--- src/rtl/amw_pkg.sv ---
package amw_pkg;

    typedef enum logic [1:0] {
        PH_IDLE   = 2'd0,
        PH_SETUP  = 2'd1,
        PH_STROBE = 2'd2,
        PH_HOLD   = 2'd3
    } phase_e;

endpackage

--- src/rtl/amw_ack_sync.sv ---
module amw_ack_sync #(
    parameter int STAGES = 2
) (
    input  logic clk,
    input  logic rst_n,
    input  logic ack_raw,
    output logic ack_sync
);

    logic [STAGES-1:0] shift_d, shift_q;

    generate
        if (STAGES == 1) begin : g_one
            always_comb shift_d = ack_raw;
        end else begin : g_many
            always_comb shift_d = {shift_q[STAGES-2:0], ack_raw};
        end
    endgenerate

    always_ff @(posedge clk or negedge rst_n) begin
        if (!rst_n) shift_q <= '1;
        else        shift_q <= shift_d;
    end

    assign ack_sync = shift_q[STAGES-1];

endmodule

--- src/rtl/amw_gap_track.sv ---
module amw_gap_track #(
    parameter int HOLD_W = 4,
    localparam int SW    = HOLD_W + 2
) (
    input  logic              clk,
    input  logic              rst_n,
    input  logic              wr_done,
    input  logic [HOLD_W-1:0] wr_hold,
    output logic              gap_wr_ok,
    output logic              gap_rd_ok
);

    typedef struct packed {
        logic [SW-1:0]     since;
        logic [HOLD_W-1:0] hold;
    } gap_t;

    gap_t g_d, g_q;

    always_comb begin
        g_d = g_q;
        if (wr_done) begin
            g_d.since = SW'(1);
            g_d.hold  = wr_hold;
        end else if (g_q.since != '1) begin
            g_d.since = g_q.since + SW'(1);
        end
    end

    always_ff @(posedge clk or negedge rst_n) begin
        if (!rst_n) begin
            g_q.since <= '1;
            g_q.hold  <= '0;
        end else begin
            g_q <= g_d;
        end
    end

    assign gap_wr_ok = (g_q.since >= SW'(g_q.hold));
    assign gap_rd_ok = (g_q.since >= (SW'(g_q.hold) + SW'(2)));


    gap_restart_chk: assert property (@(posedge clk) disable iff (!rst_n)
        wr_done |=> !gap_rd_ok);

endmodule

--- src/rtl/amw_seq.sv ---
module amw_seq
    import amw_pkg::*;
#(
    parameter int NBANK  = 4,
    parameter int ADDR_W = 16,
    parameter int DATA_W = 16,
    parameter int WAIT_W = 4,
    parameter int HOLD_W = 4,
    parameter int SYNC_STAGES = 2,
    localparam int BANK_W = (NBANK > 1) ? $clog2(NBANK) : 1
) (
    input  logic              clk,
    input  logic              rst_n,
    input  logic              req_valid,
    output logic              req_ready,
    input  logic              req_read,
    input  logic [BANK_W-1:0] req_bank,
    input  logic [ADDR_W-1:0] req_addr,
    input  logic [DATA_W-1:0] req_wdata,
    input  logic [WAIT_W-1:0] cfg_wait,
    input  logic [HOLD_W-1:0] cfg_hold,
    output logic [NBANK-1:0]  mem_sel_n,
    output logic              mem_we_n,
    output logic              mem_rd_n,
    output logic [ADDR_W-1:0] mem_addr,
    output logic [DATA_W-1:0] mem_wdata,
    output logic              mem_data_oe,
    input  logic              mem_ack
);

    typedef struct packed {
        phase_e            ph;
        logic              rd;
        logic [BANK_W-1:0] bank;
        logic [ADDR_W-1:0] addr;
        logic [DATA_W-1:0] data;
        logic [WAIT_W-1:0] wcnt;
        logic [HOLD_W-1:0] hlat;
        logic [HOLD_W-1:0] hcnt;
    } seq_t;

    seq_t s_d, s_q;

    logic ack_s;
    logic gap_wr_ok, gap_rd_ok;
    logic wr_done;
    logic accept;
    logic [WAIT_W-1:0] wait_eff;

    amw_ack_sync #(.STAGES(SYNC_STAGES)) i_ack_sync (
        .clk      (clk),
        .rst_n    (rst_n),
        .ack_raw  (mem_ack),
        .ack_sync (ack_s)
    );

    amw_gap_track #(.HOLD_W(HOLD_W)) i_gap (
        .clk       (clk),
        .rst_n     (rst_n),
        .wr_done   (wr_done),
        .wr_hold   (s_q.hlat),
        .gap_wr_ok (gap_wr_ok),
        .gap_rd_ok (gap_rd_ok)
    );

    assign wait_eff  = (cfg_wait == '0) ? WAIT_W'(1) : cfg_wait;
    assign req_ready = (s_q.ph == PH_IDLE) && (req_read ? gap_rd_ok : gap_wr_ok);
    assign accept    = req_valid && req_ready;

    always_comb begin
        s_d     = s_q;
        wr_done = 1'b0;
        unique case (s_q.ph)
            PH_IDLE: begin
                if (accept) begin
                    s_d.ph   = PH_SETUP;
                    s_d.rd   = req_read;
                    s_d.bank = req_bank;
                    s_d.addr = req_addr;
                    s_d.data = req_wdata;
                    s_d.wcnt = wait_eff;
                    s_d.hlat = cfg_hold;
                end
            end
            PH_SETUP: begin
                s_d.ph = PH_STROBE;
            end
            PH_STROBE: begin
                if (s_q.wcnt > WAIT_W'(1)) begin
                    s_d.wcnt = s_q.wcnt - WAIT_W'(1);
                end else if (ack_s) begin
                    wr_done  = !s_q.rd;
                    s_d.hcnt = s_q.hlat;
                    s_d.ph   = (s_q.hlat != '0) ? PH_HOLD : PH_IDLE;
                end
            end
            PH_HOLD: begin
                if (s_q.hcnt > HOLD_W'(1)) s_d.hcnt = s_q.hcnt - HOLD_W'(1);
                else                       s_d.ph   = PH_IDLE;
            end
            default: s_d.ph = PH_IDLE;
        endcase
    end

    always_ff @(posedge clk or negedge rst_n) begin
        if (!rst_n) begin
            s_q.ph   <= PH_IDLE;
            s_q.rd   <= 1'b0;
            s_q.bank <= '0;
            s_q.addr <= '0;
            s_q.data <= '0;
            s_q.wcnt <= '0;
            s_q.hlat <= '0;
            s_q.hcnt <= '0;
        end else begin
            s_q <= s_d;
        end
    end

    logic sel_phase;
    assign sel_phase = (s_q.ph == PH_SETUP) || (s_q.ph == PH_STROBE);

    generate
        for (genvar b = 0; b < NBANK; b++) begin : g_sel
            assign mem_sel_n[b] = !(sel_phase && (s_q.bank == BANK_W'(b)));
        end
    endgenerate

    assign mem_we_n    = !((s_q.ph == PH_STROBE) && !s_q.rd);
    assign mem_rd_n    = !((s_q.ph == PH_STROBE) &&  s_q.rd);
    assign mem_addr    = s_q.addr;
    assign mem_wdata   = s_q.data;
    assign mem_data_oe = !s_q.rd && (s_q.ph != PH_IDLE);


    sel_onehot_chk: assert property (@(posedge clk) disable iff (!rst_n)
        $onehot0(~mem_sel_n));


    sel_before_strobe_chk: assert property (@(posedge clk) disable iff (!rst_n)
        ($fell(mem_we_n) || $fell(mem_rd_n)) |-> (mem_sel_n != '1) && $stable(mem_sel_n));


    strobe_excl_chk: assert property (@(posedge clk) disable iff (!rst_n)
        !(!mem_we_n && !mem_rd_n));


    data_drive_chk: assert property (@(posedge clk) disable iff (!rst_n)
        !mem_we_n |-> mem_data_oe && $stable(mem_wdata));


    strobe_release_chk: assert property (@(posedge clk) disable iff (!rst_n)
        ($rose(mem_we_n) || $rose(mem_rd_n)) |-> $past(ack_s));


    ready_idle_chk: assert property (@(posedge clk) disable iff (!rst_n)
        req_ready |-> (mem_sel_n == '1) && mem_we_n && mem_rd_n);

endmodule

--- config.mk ---
export PLATFORM = sky130hd
export DESIGN_NAME = amw_seq
export DESIGN_NICKNAME = d
export VERILOG_FILES = /design/src/rtl/amw_pkg.sv /design/src/rtl/amw_ack_sync.sv /design/src/rtl/amw_gap_track.sv /design/src/rtl/amw_seq.sv
export SDC_FILE = /design/constraint.sdc
export NUM_CORES = 1
export LEC_CHECK = 0
export ABC_CLOCK_PERIOD_IN_PS = 7400
export BUFFER_PORTS_ARGS = -buffer_cell sky130_fd_sc_hd__buf_2
export CAP_MARGIN = 20
export CORE_MARGIN = 2
export CORE_UTILIZATION = 30
export DETAILED_ROUTE_END_ITERATION = 12
export PLACE_DENSITY = 0.52
export SYNTH_ARGS = -nofsm -noshare
export SYNTH_HDL_FRONTEND = slang
export SYNTH_HIERARCHICAL = 1
export SYNTH_SLANG_ARGS = --single-unit
--- constraint.sdc ---
create_clock -name clk -period 7.4 [get_ports clk]
set_input_delay 0 -clock clk [delete_from_list [all_inputs] [get_ports clk]]
set_output_delay 0 -clock clk [all_outputs]
set_load 0.005 [all_outputs]
==> flow_summary.ini, run 1 <==
[setup_path]
endpoint_kind = flop
crit_path_start_kind = flop
r2r_end = s_q[9]
reg2reg_slack_ns = 4.05
crit_fanout = 21
timing.rr.start = i_gap/g_q[1]
critPathKind = reg -> reg
worstRegToRegCells = 11
worst_ep_arrival_time_ns = 3.58
cp.required_ns = 7.63

[synth]
syn_nets = 436
yosys_register_bits = 61
ys.flop_type = dfrtp_1
synth.distinct_cells = 56
netlist.area_leader.share_pct = 39.6
synth-async-reset-ratio_pct = 100
synth.avg_cell_area_um2 = 9.04
syn_inst = 371
synth_most_common_cell = nand2_1
synth-warning-count = 6
synth_edf_count = 0
synth_common_cells = nand2_1 (130), dfrtp_1 (53), buf_4 (32)
synth_top_cell_by_area = dfrtp_1
syn_area_um2 = 3350
yosysSeqAreaShare_pct = 45.8
synthTopCellsByArea = dfrtp_1 (40%), nand2_1 (15%), buf_4 (7.2%)

[timing]
worst_clock_skew_ns = 0.00665
rsz0062_at_grt = no
setup_tns_ns = 0
hold_viol_final = 0
period_share_pct = 45.3
maxSlewViolCount = 0
finalSetupViolations = 0
timing.hold.ws_ns = 0.0708
worst_pin_slew_ns = 0.796
relSlewSlack_pct = 46.8
timing.final.crit_period_ns = 3.35
fmax_ghz = 0.298

[die]
die-area_um2 = 12000
ios = 87
fp.dieH_um = 110
core-area_um2 = 10900
fp.dieW_um = 110
initial_utilization_pct = 30.8
row_count = 38

[cells_and_area]
fin_nets = 534
utilization_pct = 39.3
area_delta_synth_final_pct = 27.6
fillers = 1055
seq_area_um2 = 1540
n_antenna_cell = 0
layout-drive-gt1-share_pct = 27.6
finalNonFillerCells = 614
multiInputGateArea_um2 = 1430

[placement]
place_congestion = 0.879
hpwl_mm = 5.12
port_buffers = 86
dp_cells = 555

[cts]
numCtsBuffers = 9
cts_resized = 0
cts.clk_slew.worst_paths_ns = 0.07
htreeDepth = 3
hold_buffers = 43
cts_root_buf = clkbuf_8
clk_path_buf_depth = 2
cts_tree = built
clock_sinks = 61
cts_setup_buffers = 0
clk-insertion-delay-late_ns = 0.34

[grt]
grt.overflow.total = 0
grt_pass1_wl_mm = 13.3
antenna_found_initial = 0
grt_use_total_pct = 14.2
grt_max_degree = 62
grt_pass1_vias = 2886

[power_and_ir_drop]
total_leakage_power_nw = 2.17
vdd_drop_max_mv = 0.162
power_per_cell_area_nw_per_um2 = 397

[routing]
detail_route.wl_per_cell_um = 12.5
firstDrtPassIters = 4
viasPerCell = 4.49
drc = 0
drt_first_iter_violations = 154
ant_nets = 0
wl_mm = 7.69
num_vias = 2759

[worst_hold_path]
holdPathStages = 3
worstHoldPathType = in -> reg
hold-path-endpoint = s_q[8]
hold_path.startpoint = cfg_wait[0]

[status]
status = completed

[job]
maxCapViolCount = 0
## logic make-up (layout without fill, tap and decap cells)
family,Yosys count,count (layout),share of synthesized area [%]
flops,61,61,45.8
buf+inv,61,164,11.5
xor+xnor,3,3,0.784
simple gates,186,186,24.7
compound gates,36,36,8.54
fa+ha+maj,18,18,6.72
mux,6,6,2.01
## critical path, stage by stage (launching register included)
cell	delay [ns]
dfrtp_1	0.42
ha_1	0.22
xnor2_1	0.17
ha_1	0.28
a21oi_1	0.16
o31ai_1	0.10
a211o_1	0.29
mux2_4	0.27
nand3_1	0.55
buf_4	0.37
o22ai_1	0.11
mux2_2	0.27
## metal layers
metal | share of wire [%] | GRT usage (%) | vias to the layer above
met5 | 0 | 0 | -
met3 | 4.0 | 3.56 | 8
met1 | 44 | 17.3 | 1304
met2 | 51 | 24.1 | 63
met4 | 1.5 | 5.61 | 0
li1 | - | - | 1384
## where the power goes
group	switching [mW]	internal, mW
clock network	0.138	0.153
registers	0.126	0.503
logic	0.425	0.354
## metrics by stage
step / worst slack [ns] / cell area (um^2) / power [mW]
global placement: 4.16 / 3660 / 1.38
floorplan: 4.84 / 3350 / 1.27
CTS: 4.07 / 4280 / 1.72
detailed placement: 4.10 / 3660 / 1.40
global route: 3.87 / 4280 / 1.87
finish: 4.05 / 4280 / 1.70
## area by class of cell
type	instances	share of cell area (%)
clock buffers	9	2.90
clock inverters	7	1.55
inverters	16	1.40
multi-input cells	249	33.5
flip-flops and latches	61	35.9
well taps	140	4.09
repair buffers	132	20.6
## cells in the final DEF (no fill, tap or decap), drive strengths merged, types with 2 or more instances in the layout
cell / instances
ha: 18
nand2b: 4
o21ai: 6
buf: 89
dfrtp: 53
nor2: 12
a21boi: 2
a41oi: 4
clkinv: 5
nand3b: 4
inv: 16
mux2i: 3
xnor2: 2
dfstp: 8
a31oi: 4
nand4: 3
clkbuf: 9
o31ai: 2
nor2b: 2
o211ai: 4
nor3: 5
dlygate4sd3: 43
and3: 6
nand3: 9
mux2: 3
or2: 3
nand2: 130
and2: 2
a21oi: 6
## state kept, by name, summed over array words and instances, names as in the netlist
name and cells:
i_gap/g_q 10, mem_addr 16, s_q 17, i_ack_sync/shift_q 2, mem_wdata 16
## how the worst max path moves through the flow
stage,startpoint,end
after global routing,i_gap/g_q[1],s_q[9]
after global placement,i_gap/g_q[1],s_q[9]
final,i_gap/g_q[1],s_q[9]
after CTS,i_gap/g_q[1],s_q[9]
after detailed placement,i_gap/g_q[1],s_q[9]
after floorplan,i_gap/g_q[1],s_q[9]
(Power assumes the default switching activity.)
==> run 2, diff against run 1 <==
- ABC_CLOCK_PERIOD_IN_PS: 7400 -> 2700
- PLACE_DENSITY: 0.52 -> 0.54
- clock period: 7.4 -> 2.7 ns (I/O delays scaled with it)
==> run 2 against run 1 <==
  * Non-clock buffer count rose by 8
  * Hold slack improved by 0.015 ns
  * Global-route usage fell by 0.21 points
  * Clock power rose to 3.5 times the previous value
  * Combinational power rose to 3.0 times the previous value
  * Via count rose by 0.54%
  * First-iteration DRC count fell by 35%
  * Die area did not move
  * Wire length rose by 3.1%
  * Sequential cell count did not move
  * Sequential share of layout area fell by 1.4 points
  * Critical path type unchanged
==> flow_summary.ini, run 2 (same netlist as run 1, synthesis figures left out) <==
[timing]
timing.final.crit_period_ns = 2.62
finalSetupViolations = 0
hold_viol_final = 0
period_share_pct = 97.0
setup_tns_ns = 0
worst_clock_skew_ns = 0.00888
worst_pin_slew_ns = 0.732
rsz0062_at_grt = no
relSlewSlack_pct = 51.2
final.setup.worst_slack_ns = 0.0818
fmax_ghz = 0.382
maxSlewViolCount = 0

[cells_and_area]
largest-register = s_q
largest_reg_flops = 17
final_area_um2 = 4450
layout-drive-gt1-share_pct = 29.7
mostFrequentLayoutCells = nand2_1 (130), buf_2 (86), dfrtp_1 (53)
area_delta_synth_final_pct = 32.7
fin_nets = 542
n_antenna_cell = 0
mostFrequentLayoutCell = nand2_1

[cts]
clk-insertion-delay-late_ns = 0.34
htreeDepth = 3
cts_tree = built
cts_root_buf = clkbuf_8
clk_path_buf_depth = 2
clock_sinks = 61
numCtsBuffers = 9
cts.clk_slew.worst_paths_ns = 0.07

[grt]
grt_max_degree = 39
antenna_found_initial = 0
grt_use_total_pct = 14.0
grt_pass1_wl_mm = 12.9
grt.overflow.total = 0
grt_pass1_vias = 2790

[setup_path]
critPathLaunch = i_gap/g_q[2]
cp.required_ns = 2.93
worst_ep_arrival_time_ns = 2.84
crit_path_max_incr_delay_ns = 0.40
crit_fanout = 8
endpoint_kind = flop
worstRegToRegCells = 10
crit_path_start_kind = flop
critPathKind = reg -> reg
crit_slowest_cell = dfrtp_1
r2r_end = s_q[9]
timing.rr.start = i_gap/g_q[2]
reg2reg_slack_ns = 0.08
path_cells = ha_2, xnor2_1, ha_1, a21oi_2, o31ai_1, a211o_1, mux2_4, a21bo_4, nand2_1, mux2_2

[die]
ios = 87
initial_utilization_pct = 30.8
fp.dieH_um = 110
fp.dieW_um = 110
row_count = 38
die-area_um2 = 12000
core-area_um2 = 10900

[routing]
ant_nets = 0
viasPerCell = 4.47
wl_met3_um = 342
drt_first_iter_violations = 100
routed.top_layer = met4
firstDrtPassIters = 4
num_vias = 2774
wl_mm = 7.93
wl_met2_mm = 4.07
detail_route.wl_per_cell_um = 12.8
drc = 0
wl_met1_mm = 3.46

[worst_hold_path]
hold_path.startpoint = cfg_wait[1]
holdPathStages = 4
hold-path-endpoint = s_q[9]
worstHoldPathType = in -> reg

[placement]
hpwl_mm = 5.42
placed_area_um2 = 3720
port_buffers = 86
post-place-ws_ns = 0.0146
place_congestion = 0.828

[power_and_ir_drop]
vdd_drop_max_mv = 0.402
power_per_cell_area_nw_per_um2 = 1140
total_power_mw = 5.06
total_leakage_power_nw = 2.25

[job]
maxCapViolCount = 0

[status]
status = completed
[run 2: cell count changes in the layout (fill, tap and decap cells not counted), sizes merged]
cell	delta
clkinv	-4
clkinvlp	-1
bufinv	+2
buf	+8
clkbuf	+2
[run 2: layout make-up]
cell class,instances,area (um^2)
flip-flops and latches,61,1540
clock inverters,4,95.1
multi-input cells,249,1460
repair buffers,140,976
fillers,1055,6440
well taps,140,175
clock buffers,11,151
inverters,16,60.1
[run 2: worst max-delay path by stage]
stage                         to  slack, ns  cells past startpoint
after floorplan           s_q[9]       0.14                     11
after global placement    s_q[9]        0.1                      9
after detailed placement  s_q[9]       0.01                     10
after CTS                 s_q[9]      0.006                     10
after global routing      s_q[9]      0.002                     10
final                     s_q[9]       0.08                     10
[run 2: critical path: cells and delay by family, from the launching register on]
| kind | cells | cell delay, ns |
|---|---|---|
| AND/OR/NAND/NOR | 1 | 0.07 |
| flip-flops | 1 | 0.40 |
| multiplexers | 2 | 0.62 |
| adder cells (fa/ha/maj) | 2 | 0.50 |
| AO/OA/AOI/OAI | 4 | 0.79 |
| XOR/XNOR | 1 | 0.12 |
[run 2: where the power goes]
part | internal (mW) | total [mW] | switching [mW]
sequential | 1.38 | 1.70 | 0.319
clock | 0.657 | 1.01 | 0.357
combinational | 1.09 | 2.34 | 1.25
total | 3.13 | 5.06 | 1.93
[run 2: stage by stage]
stage                     utilization (%)  cells  hold WS, ns
after global routing                 40.9    621       0.0972
after floorplan                         -    371       -0.296
after CTS                            40.4    618       0.0708
after global placement               34.2    560        0.107
final                                40.9    621       0.0855
after detailed placement             34.2    560        0.110
[run 2: what timing repair did]
action,in CTS,in global routing
hold endpoints to repair,69,0
resized for setup,1,8
cloned,0,0
buffers inserted,0,3
pin swaps,0,4
setup endpoints to repair,1,44
hold buffers,43,0
[run 2: layer usage]
layer / global-route usage (%) / up-vias
li1: - / 1396
met1: 16.6 / 1320
met2: 24.2 / 49
met3: 4.21 / 9
met4: 4.70 / 0
met5: 0 / -
==> run 3, diff against run 2 <==
- ABC_AREA: unset -> 1
==> run 3 against run 2 <==
  * Worst setup slack gained 0.24 ns
  * Via count is 5.5% higher
  * Register-to-register slack better by 0.24 ns
  * Combinational power fell by 18%
  * Final cell count increased by 10%
  * Count of clock-buffer cells in the layout is 2 lower
  * Wire length down 1.3%
  * Clock power grew 13%
  * First-iteration DRC count grew 15%
  * Critical path type unchanged
  * Largest power group unchanged
==> flow_summary.ini, run 3 <==
[status]
status = completed

[die]
fp.dieW_um = 111
core-area_um2 = 11300
die-area_um2 = 12400
ios = 87
initial_utilization_pct = 30.5
fp.dieH_um = 111
row_count = 39

[synth]
synth.avg_cell_area_um2 = 7.96
synth_most_common_cell = nand2_1
synth_top_cell_by_area = dfrtp_1
ys.flop_type = dfrtp_1
yosysSeqAreaShare_pct = 44.5
synth.distinct_cells = 29
synth-async-reset-ratio_pct = 100
synth_edf_count = 0
synthTopCellsByArea = dfrtp_1 (38%), nand2_1 (19%), buf_4 (7.2%)
syn_area_um2 = 3450
netlist.area_leader.share_pct = 38.4
syn_inst = 434
syn_nets = 499
synth-warning-count = 6
yosys_register_bits = 61
synth_common_cells = nand2_1 (177), dfrtp_1 (53), inv_1 (34)

[cts]
cts_root_buf = clkbuf_16
cts.clk_slew.worst_paths_ns = 0.06
clk_path_buf_depth = 2
cts_resized = 0
htreeDepth = 3
clock_sinks = 61
clk-insertion-delay-late_ns = 0.33
cts_tree = built
numCtsBuffers = 9

[grt]
antenna_found_initial = 0
grt.overflow.total = 0
grt_pass1_wl_mm = 13.6
grt_pass1_vias = 3019
grt_use_total_pct = 13.5
grt_max_degree = 33

[placement]
port_buffers = 86
place_congestion = 0.777
placed_area_um2 = 3780
hpwl_mm = 5.61
post-place-ws_ns = 0.340

[power_and_ir_drop]
total_leakage_power_nw = 2.40
vdd_drop_max_mv = 0.427
power_per_cell_area_nw_per_um2 = 1060
total_power_mw = 4.78

[timing]
finalSetupViolations = 0
final.setup.worst_slack_ns = 0.320
setup_tns_ns = 0
hold_viol_final = 0
maxSlewViolCount = 0
fmax_ghz = 0.420
relSlewSlack_pct = 50.7
worst_pin_slew_ns = 0.740
rsz0062_at_grt = no
timing.hold.ws_ns = 0.0529
timing.final.crit_period_ns = 2.38
worst_clock_skew_ns = 0.00720
period_share_pct = 88.1

[routing]
detail_route.wl_per_cell_um = 11.5
drc = 0
viasPerCell = 4.29
firstDrtPassIters = 4
num_vias = 2927
drt_first_iter_violations = 115
ant_nets = 0
wl_mm = 7.83

[setup_path]
worstRegToRegCells = 12
critPathLaunch = i_gap/g_q[1]
endpoint = mem_addr[7]
reg2reg_slack_ns = 0.32
worst_ep_arrival_time_ns = 2.59
crit_path_start_kind = flop
timing.rr.start = i_gap/g_q[1]
crit_fanout = 32
endpoint_kind = flop
cp.required_ns = 2.91
critPathKind = reg -> reg
r2r_end = mem_addr[7]

[cells_and_area]
n_antenna_cell = 0
fin_nets = 600
area_delta_synth_final_pct = 30.2
largest-register = s_q
largest_reg_flops = 17
layout-drive-gt1-share_pct = 26.7
final_area_um2 = 4500
fillers = 1193
mostFrequentLayoutCells = nand2_1 (177), buf_2 (86), dfrtp_1 (53)
mostFrequentLayoutCell = nand2_1

[worst_hold_path]
worstHoldPathType = in -> reg

[job]
maxCapViolCount = 0
## run 3: cell types whose count changed after synthesis, sizes merged, moves of 5 or more
cell   change
nand2     +55
inv       +24
nand3     +16
o21ai     +16
nor2       +9
and3       -6
nor3       -5
## run 3: cell families after synthesis
group,count (synthesis),share of synthesized area [%]
adder cells (fa/ha/maj),18,6.52
AND/OR/NAND/NOR,239,28.8
flip-flops,61,44.5
AO/OA/AOI/OAI,32,5.80
buffers and inverters,82,13.8
XOR/XNOR,2,0.507
## run 3: critical path, stage by stage, from the launching register on
cell and delay [ns]:
dfrtp_1 0.41, ha_1 0.23, xnor2_1 0.13, ha_1 0.29, nand3_1 0.07, o21bai_1 0.15
nand2_1 0.08, nand2_1 0.06, nand2_2 0.10, nand3_2 0.21, buf_4 0.32, nand2_1 0.11
nand2_1 0.06
## run 3: worst min path at each step
stage                                       end  cells after the start  slack [ns]   startpoint
after floorplan                    i_gap/g_q[0]                      0       -0.30        rst_n
after global placement    i_ack_sync/shift_q[0]                      1        0.11      mem_ack
after detailed placement  i_ack_sync/shift_q[0]                      1        0.11      mem_ack
after CTS                               s_q[11]                      5        0.05  cfg_wait[3]
after global routing                    s_q[10]                      5        0.08  cfg_wait[2]
final                                   s_q[11]                      5        0.05  cfg_wait[3]
## run 3: what timing repair did
item,CTS,global route
buffers inserted,0,0
hold endpoints to repair,64,0
hold buffers,41,0
## run 3: cell type report
cell class | count | area (um^2) | share of cell area (%)
repair buffers | 132 | 891 | 19.8
inverters | 40 | 150 | 3.34
well taps | 143 | 179 | 3.98
clock inverters | 7 | 75.1 | 1.67
flip-flops and latches | 61 | 1540 | 34.2
multi-input cells | 291 | 1440 | 32.0
clock buffers | 9 | 225 | 5.01
## run 3: metal layers
metal	up-vias	global-route usage (%)	routed length [um]	share of wire (%)
li1	1508	-	-	-
met1	1349	16.5	3500	45
met2	57	23.3	3890	50
met3	13	1.97	273	3.5
met4	0	6.26	159	2.0
met5	-	0	0	0
## run 3: per-stage QoR
step           cells  util, %
2_1_floorplan    434        -
3_3_place_gp     626     33.4
3_5_place_dp     626     33.4
4_1_cts          683     39.7
5_1_grt          683     39.7
6_report         683     39.7
## run 3: power by group
| group | switching, mW | total, mW | internal [mW] |
|---|---|---|---|
| sequential | 0.351 | 1.73 | 1.38 |
| clock | 0.427 | 1.14 | 0.716 |
| combinational | 1.08 | 1.91 | 0.826 |
